==> src/rtl/irqagg_pkg.sv <==
package irqagg_pkg;
  localparam int BANK_STRIDE = 24;   // bytes between consecutive banks

  typedef enum logic [2:0] {
    RG_STAT   = 3'd0,
    RG_RAW    = 3'd1,
    RG_EN_SET = 3'd2,
    RG_EN_CLR = 3'd3,
    RG_SW_SET = 3'd4,
    RG_SW_CLR = 3'd5
  } reg_e;
endpackage

==> src/rtl/irqagg_bank.sv <==
module irqagg_bank
  import irqagg_pkg::*;
#(
  parameter int IDX    = 0,
  parameter int BANK_W = 32,
  parameter int ADDR_W = 10
) (
  input  logic              clk,
  input  logic              rst_n,
  input  logic              wr_en,
  input  logic              in_win,
  input  logic [ADDR_W-1:0] off,
  input  logic [BANK_W-1:0] wdata,
  input  logic [BANK_W-1:0] lines,
  output logic              rd_sel,
  output logic [BANK_W-1:0] rd_val,
  output logic [BANK_W-1:0] status,
  output logic [BANK_W-1:0] en_q,
  output logic [BANK_W-1:0] sw_q
);
  localparam int LO = IDX * BANK_STRIDE;
  localparam int HI = LO + BANK_STRIDE;

  // write-one-to-set / write-one-to-clear update of a mask word
  function automatic logic [BANK_W-1:0] w1_update(
    input logic [BANK_W-1:0] cur,
    input logic [BANK_W-1:0] mask,
    input logic              do_set,
    input logic              do_clr
  );
    if (do_set)      return cur | mask;
    else if (do_clr) return cur & ~mask;
    else             return cur;
  endfunction

  logic [ADDR_W-1:0] loc;
  reg_e              rsel;
  logic              en_set_ev, en_clr_ev, sw_set_ev, sw_clr_ev;
  logic [BANK_W-1:0] raw;

  assign loc    = off - ADDR_W'(LO);
  assign rd_sel = in_win && (off >= ADDR_W'(LO)) && (off < ADDR_W'(HI));
  assign rsel   = reg_e'(loc[4:2]);

  assign en_set_ev = wr_en && rd_sel && (rsel == RG_EN_SET);
  assign en_clr_ev = wr_en && rd_sel && (rsel == RG_EN_CLR);
  assign sw_set_ev = wr_en && rd_sel && (rsel == RG_SW_SET);
  assign sw_clr_ev = wr_en && rd_sel && (rsel == RG_SW_CLR);

  always_ff @(posedge clk) begin
    if (!rst_n) begin
      en_q <= '0;
      sw_q <= '0;
    end else begin
      en_q <= w1_update(en_q, wdata, en_set_ev, en_clr_ev);
      sw_q <= w1_update(sw_q, wdata, sw_set_ev, sw_clr_ev);
    end
  end

  assign raw    = lines | sw_q;
  assign status = raw & en_q;

  always_comb begin
    case (rsel)
      RG_STAT:              rd_val = status;
      RG_RAW:               rd_val = raw;
      RG_EN_SET, RG_EN_CLR: rd_val = en_q;
      RG_SW_SET, RG_SW_CLR: rd_val = sw_q;
      default:              rd_val = '0;
    endcase
  end


  en_set_chk: assert property (@(posedge clk) disable iff (!rst_n)
    en_set_ev |=> ((en_q & $past(wdata)) == $past(wdata)));

  en_clr_chk: assert property (@(posedge clk) disable iff (!rst_n)
    en_clr_ev |=> ((en_q & $past(wdata)) == '0));

  sw_set_chk: assert property (@(posedge clk) disable iff (!rst_n)
    sw_set_ev |=> ((sw_q & $past(wdata)) == $past(wdata)));

  sw_clr_chk: assert property (@(posedge clk) disable iff (!rst_n)
    sw_clr_ev |=> ((sw_q & $past(wdata)) == '0));
endmodule

==> src/rtl/irqagg_top.sv <==
module irqagg_top
  import irqagg_pkg::*;
#(
  parameter int NUM_BANKS = 2,
  parameter int BANK_W    = 32,
  parameter int ADDR_W    = 10,
  parameter int BASE_ADDR = 0
) (
  input  logic                        clk,
  input  logic                        rst_n,
  input  logic [NUM_BANKS*BANK_W-1:0] lines_i,
  input  logic                        wr_en_i,
  input  logic                        rd_en_i,
  input  logic [ADDR_W-1:0]           addr_i,
  input  logic [BANK_W-1:0]           wdata_i,
  output logic [BANK_W-1:0]           rdata_o,
  output logic                        irq_req_o
);
  localparam int WIN_BYTES = NUM_BANKS * BANK_STRIDE;

  logic [ADDR_W-1:0]           off;
  logic                        in_win;
  logic [NUM_BANKS-1:0]        sel_b;
  logic [BANK_W-1:0]           rd_b   [NUM_BANKS];
  logic [BANK_W-1:0]           stat_b [NUM_BANKS];
  logic [NUM_BANKS*BANK_W-1:0] en_all, sw_all;
  logic [BANK_W-1:0]           rd_mux;
  logic                        any_pend;

  assign off    = addr_i - ADDR_W'(BASE_ADDR);
  assign in_win = (addr_i >= ADDR_W'(BASE_ADDR)) && (off < ADDR_W'(WIN_BYTES));

  for (genvar b = 0; b < NUM_BANKS; b++) begin : g_bank
    irqagg_bank #(.IDX(b), .BANK_W(BANK_W), .ADDR_W(ADDR_W)) u_bank (
      .clk    (clk),
      .rst_n  (rst_n),
      .wr_en  (wr_en_i),
      .in_win (in_win),
      .off    (off),
      .wdata  (wdata_i),
      .lines  (lines_i[b*BANK_W +: BANK_W]),
      .rd_sel (sel_b[b]),
      .rd_val (rd_b[b]),
      .status (stat_b[b]),
      .en_q   (en_all[b*BANK_W +: BANK_W]),
      .sw_q   (sw_all[b*BANK_W +: BANK_W])
    );
  end

  always_comb begin
    rd_mux   = '0;
    any_pend = 1'b0;
    for (int b = 0; b < NUM_BANKS; b++) begin
      if (sel_b[b]) rd_mux = rd_mux | rd_b[b];
      any_pend = any_pend | (|stat_b[b]);
    end
  end

  always_ff @(posedge clk) begin
    if (!rst_n) begin
      rdata_o   <= '0;
      irq_req_o <= 1'b0;
    end else begin
      if (rd_en_i) rdata_o <= rd_mux;
      irq_req_o <= any_pend;
    end
  end


  req_chk: assert property (@(posedge clk) disable iff (!rst_n)
    1'b1 |=> (irq_req_o == $past(any_pend)));

  win_chk: assert property (@(posedge clk) disable iff (!rst_n)
    (wr_en_i && !in_win) |=> ($stable(en_all) && $stable(sw_all)));

  rd_hold_chk: assert property (@(posedge clk) disable iff (!rst_n)
    !rd_en_i |=> $stable(rdata_o));

  rd_out_chk: assert property (@(posedge clk) disable iff (!rst_n)
    (rd_en_i && !in_win) |=> (rdata_o == '0));
endmodule

==> config.mk <==
export PLATFORM = sky130hd
export DESIGN_NAME = irqagg_top
export DESIGN_NICKNAME = d
export VERILOG_FILES = /design/src/rtl/irqagg_pkg.sv /design/src/rtl/irqagg_bank.sv /design/src/rtl/irqagg_top.sv
export SDC_FILE = /design/constraint.sdc
export NUM_CORES = 1
export LEC_CHECK = 0
export ABC_AREA = 1
export BUFFER_PORTS_ARGS = -buffer_cell sky130_fd_sc_hd__clkbuf_2
export CAP_MARGIN = 15
export CORE_ASPECT_RATIO = 1.25
export CORE_MARGIN = 2
export CORE_UTILIZATION = 40
export CTS_CLUSTER_SIZE = 24
export DETAILED_ROUTE_END_ITERATION = 10
export PLACE_DENSITY = 0.63
export SLEW_MARGIN = 25
export SYNTH_ARGS = -nofsm -noshare
export SYNTH_HDL_FRONTEND = slang
export SYNTH_SLANG_ARGS = --single-unit
==> constraint.sdc <==
create_clock -name clk -period 5.5 [get_ports clk]
set_clock_uncertainty 0.1 [all_clocks]
set_input_delay 1.1 -clock clk [delete_from_list [all_inputs] [get_ports clk]]
set_output_delay 1.1 -clock clk [all_outputs]
set_load 0.01 [all_outputs]
* Yosys cells after proc, flatten, opt, wreduce, memory -nomap -nowiden
Cells that the tools add are included.
Storage, ports and cells: memories 0, output and inout port bits 33, bits in latches 0, input port bits 110, RAM bits 0, ROM bits 0, word-level logic and storage cells 75, flip-flop bits (word level) 161
Operators by class: bitwise operators 15, muxes and demuxes 12, multiply operators 0, shift-type cells 0, reductions and logical operators 27, equality and inequality tests 10, $lt $le $gt $ge 4, $add $sub $neg 1, div/mod/pow operators 0
Operator list (count):
- $mux W32 | 10
- $pmux W32 S4 | 2
- $or A32 B32 Y32 | 7
- $and A32 B32 Y32 | 6
- $reduce_or A32 Y1 | 2
- $not A32 Y32 | 1
- $logic_and A1 B1 Y1 | 15
- $eq A3 B2 Y1 const B | 4
- $eq A3 B3 Y1 const B | 4
- $ge A10 B1 Y1 const B | 1
- $ge A10 B5 Y1 const B | 1
- $lt A10 B5 Y1 const B | 1
- $lt A10 B6 Y1 const B | 1
- $reduce_bool A2 Y1 | 4
- $reduce_or A2 Y1 | 4
- $eq A3 B1 Y1 const B | 2
- $logic_not A3 Y1 | 2
- $sub A5 B5 Y5 const B | 1
- $or A1 B1 Y1 | 1

* Longest topological paths before layout
depth after elaboration 8, gate-level depth with buffers 12, depth with buffers taken out 11

* By module
A second synthesis with hierarchy kept.
Second synthesis, totals: cells, all modules 1519, area, all modules 9958.3 µm²
By module, submodules not included:
- irqagg_bank (g_bank[1].u_bank) | seq. area each 1281.2 µm², area an instance 4057.6 µm², cells each 623, instances 1
- irqagg_bank (g_bank[0].u_bank) | seq. area each 1281.2 µm², area an instance 3997.6 µm², cells each 620, instances 1
- irqagg_top | seq. area each 660.6 µm², area an instance 1903.1 µm², cells each 276, instances 1

* Worst setup path after synthesis
OpenSTA, ideal clock, no wires.
path kind input port to flip-flop, from input addr_i[4], to register rdata_o[13], slack 2.975 ns, library setup time 0.122 ns, arrival time 2.304 ns, data required time 5.278 ns, cell stages on the path 8, path through inv_1 > ha_1 > nor2_1 > nand2_1 > clkbuf_1 > o22ai_1 > o21ai_0 > a21oi_1
On the way: longest elaborated chain between the ends 7
RTL lines:
- start, declared | RTL line irqagg_top.sv:14 | input logic [ADDR_W-1:0] addr_i,
- branches (longest 6 deep; another with $sub A5 B5 Y5)
- $mux W32 (*) | RTL line irqagg_top.sv:54 | if (sel_b[b]) rd_mux = rd_mux | rd_b[b];
- end signal, assigned | RTL line irqagg_top.sv:64 | if (rd_en_i) rdata_o <= rd_mux;
- end, declared | RTL line irqagg_top.sv:16 | output logic [BANK_W-1:0] rdata_o,
Every way passes the cells marked *. A chain may end at the register's enable or synchronous reset.

* Worst setup path after layout
from input addr_i[4], to register rdata_o[15]
Same word-level chain as after synthesis.

==> out/qor.log <==
[min_path] Hold/Removal Path Class flip-flop to flip-flop
[clocking] level count of the clock H-tree 4
[finish] fraction of layout instances using a drive strength above 1 0.126
[global_routing] total congestion overflow 0
[detailed_routing] first-pass detailed-route iteration total 5
[clocking] Post-CTS Repair Setup Buffers 0
[die] die span in y 175 µm
[die] die area 0.0247 mm²
[synth] Post-Synthesis Cell Area 0.00939 mm²
[timing] Final setup viols 0
[global_routing] wire length of the first global-routing pass 50.7 mm
[clocking] Sink Count 161
[synth] cell count after synthesis 1581
[timing] Worst Setup Slack, final 2.34 ns
[clocking] CTS tree yes
[critical_path] CP Cell Sequence clkbuf_2 -> inv_1 -> ha_1 -> nor2_4 -> inv_1 -> o22ai_1 -> o21ai_0 -> a21oi_1
[timing] Setup Total Neg Slack 0 ns
[synth] number of distinct standard cells referenced by the synthesized netlist 29
[placement] final weighted congestion in routability-driven placement 0.804
[synth] number of synthesized flops with an enable pin 0
[timing] minimum clock period 3.16 ns
[detailed_routing] # DRC 0
[finish] total of fill cells in the finished design 2439
[detailed_routing] Via density 5.31
[flow_run] max-capacitance violation count 0
[clocking] worst-skew pair later-pin latency 0.43 ns
[detailed_routing] first-iteration detailed-routing DRC count 863
[synth] count of warnings emitted by yosys 0
[clocking] CTS buffer count 17
[clocking] hold buffer count at CTS 0
[status] result of the run complete, no violations
[finish] number of diodes 0
[power] Leakage 4.77 nW
[detailed_routing] Met2 Wirelength 16.2 mm
[timing] Max Fclk 317 MHz
[detailed_routing] length of routed met3 wiring 1.77 mm
[critical_path] kind of cell adding the most delay to the critical path buffers and inverters
[synth] leading register cell type out of synthesis sky130_fd_sc_hd__dfxtp_1
[critical_path] data arrival time of the critical path 3.42 ns
[critical_path] Critical Path End Type flip-flop
[critical_path] library cell contributing the largest single delay on the critical path sky130_fd_sc_hd__nor2_4
[power] power density over the cells 249 mW/mm²
[clocking] maximum buffer depth of the clock tree 2
[die] horizontal die dimension 141 µm
[timing] slew margin rel. 0.322
[finish] area overhead of the layout relative to synthesis 15.3%
[critical_path] required arrival time at the worst endpoint 5.76 ns
[detailed_routing] wire length on met1 13.7 mm
[power] IR Drop Worst-Case VDD 0.207 mV
[detailed_routing] routed length per instance 16.6 µm
[placement] Placement Setup Slack 1.93 ns
[placement] post-detail-place hpwl 20.2 mm
[synth] average footprint of a synthesized cell 5.94 µm²
[detailed_routing] uppermost layer routed met4
[detailed_routing] WL final 32.8 mm
[clocking] Post-CTS Resized 0
[finish] most common library cell in the layout ignoring fill and taps sky130_fd_sc_hd__nand2_1
[global_routing] number of antenna violations at the first check in global routing 0
[finish] most frequent cells in the layout sky130_fd_sc_hd__nand2_1, sky130_fd_sc_hd__nor2_1, sky130_fd_sc_hd__dfxtp_1
[critical_path] crit-path max FO 19
[timing] Worst Tran Pin Value 1.01 ns
[die] FP Rows 62
[finish] final layout net count 1785
[detailed_routing] Via Count 10500
[detailed_routing] number of nets with antenna violations after routing 0
[synth] post-synthesis async set-or-reset flop share 0
[timing] final number of hold-violating endpoints 0
[critical_path] type of the worst setup path primary input to flip-flop
[synth] flops & latches, synth 161
[synth] sequential share of the synthesized area 0.343
[die] Core Region 0.0230 mm²
[die] Boundary Pins 143
[global_routing] via count of the first global-routing pass 9455
[global_routing] pin count of the biggest net entering global routing 66
[die] starting density of the core 0.408
[placement] number of I/O port buffers 142
[clocking] Clk pin slew, worst setup/hold paths 0.06 ns
[timing] Final Slew Violations 0
[clocking] CTS Root Buffer Type sky130_fd_sc_hd__clkbuf_16
[global_routing] total track usage 0.262
[synth] total nets after synthesis 1697
[timing] share of the cycle needed by the critical path after routing 0.574
[timing] Min Hold Slack 0.376 ns
[critical_path] Most common cell on crit path sky130_fd_sc_hd__inv_1
[critical_path] maximum cell stage delay along the critical path 0.48 ns
[critical_path] startpoint type of the worst setup path primary input
[critical_path] WP buf/inv 3
[timing] setup repair after global routing missed its margin no
==> logic make-up (layout without fill, tap and decap cells) <==
kind of cell / Yosys count / count (layout) / share of synthesized area
flip-flops: 161 / 161 / 0.343
buffers and inverters: 165 / 266 / 0.0730
adder cells (fa/ha/maj): 6 / 6 / 0.00800
AND/OR/NAND/NOR: 956 / 956 / 0.409
AO/OA/AOI/OAI: 293 / 293 / 0.167
==> path summary, 6_finish.rpt <==
path | start | endpoint | slack [ns] | depth (start not counted)
worst max-delay path | addr_i[4] | rdata_o[15]$_SDFFE_PN0P_ | 2.34 | 8
worst min-delay path | flip-flop | flip-flop | 0.38 | 2
worst max register to register | flip-flop | irq_req_o$_SDFF_PN0_ | 3.73 | 8
worst min register to register | flip-flop | flip-flop | 0.38 | 2
==> cell type report <==
cell class / instances / area (µm²) / share of cell area
Sequential cell: 161 / 3220 / 0.298
Clock buffer: 21 / 470 / 0.0435
Tap cell: 288 / 360 / 0.0333
Multi-Input combinational cell: 1255 / 5520 / 0.510
Timing Repair Buffer: 157 / 826 / 0.0763
Clock inverter: 11 / 135 / 0.0125
Inverter: 77 / 289 / 0.0267
==> layer usage <==
| layer | global-route usage | vias up |
|---|---|---|
| met4 | 0.108 | 0 |
| met2 | 0.467 | 346 |
| met5 | 0 | - |
| met1 | 0.317 | 4788 |
| li1 | - | 5255 |
| met3 | 0.0371 | 73 |
==> Yosys cell counts, types with 3 or more instances <==
| cell | count | area (µm²) |
|---|---|---|
| sky130_fd_sc_hd__buf_1 | 15 | 56.3 |
| sky130_fd_sc_hd__a21oi_1 | 102 | 510 |
| sky130_fd_sc_hd__a22o_1 | 17 | 149 |
| sky130_fd_sc_hd__buf_2 | 29 | 145 |
| sky130_fd_sc_hd__nor2_1 | 302 | 1130 |
| sky130_fd_sc_hd__a21boi_1 | 4 | 30.0 |
| sky130_fd_sc_hd__or2_1 | 13 | 81.3 |
| sky130_fd_sc_hd__or2_2 | 5 | 31.3 |
| sky130_fd_sc_hd__nand2_1 | 503 | 1890 |
| sky130_fd_sc_hd__o21ai_0 | 149 | 746 |
| sky130_fd_sc_hd__clkbuf_1 | 37 | 139 |
| sky130_fd_sc_hd__nor2_4 | 3 | 33.8 |
| sky130_fd_sc_hd__inv_2 | 4 | 15.0 |
| sky130_fd_sc_hd__inv_1 | 73 | 274 |
| sky130_fd_sc_hd__a31oi_1 | 9 | 56.3 |
| sky130_fd_sc_hd__nand3_1 | 118 | 591 |
| sky130_fd_sc_hd__dfxtp_1 | 161 | 3220 |
| sky130_fd_sc_hd__o22ai_1 | 6 | 37.5 |
| sky130_fd_sc_hd__buf_4 | 6 | 45.0 |
| sky130_fd_sc_hd__nor3_1 | 7 | 35.0 |
| sky130_fd_sc_hd__ha_1 | 6 | 75.1 |
==> per-stage QoR <==
stage	utilization	area (µm²)	std cells	total power, W
final	0.470	10800	1970	0.00270
after global routing	0.470	10800	1970	0.00278
after CTS	0.470	10800	1970	0.00271
after detailed placement	0.443	10200	1938	0.00147
after global placement	0.443	10200	1938	0.00147
after floorplan	-	9390	1581	0.00134
==> worst reg2reg max path: cells and delay by family, from the launching register on <==
kind / cells / cell delay, ns
simple gates: 7 / 0.80
flops: 1 / 0.33
compound gates: 1 / 0.41
==> where the power goes <==
group | leakage (nW) | internal [W] | switching, W
Clock | 0.298 | 0.000746 | 0.000499
Sequential | 1.30 | 0.00118 | 0.00000935
Combinational | 3.17 | 0.0000744 | 0.000189
Note: power is estimated with default switching activity, not from simulation.
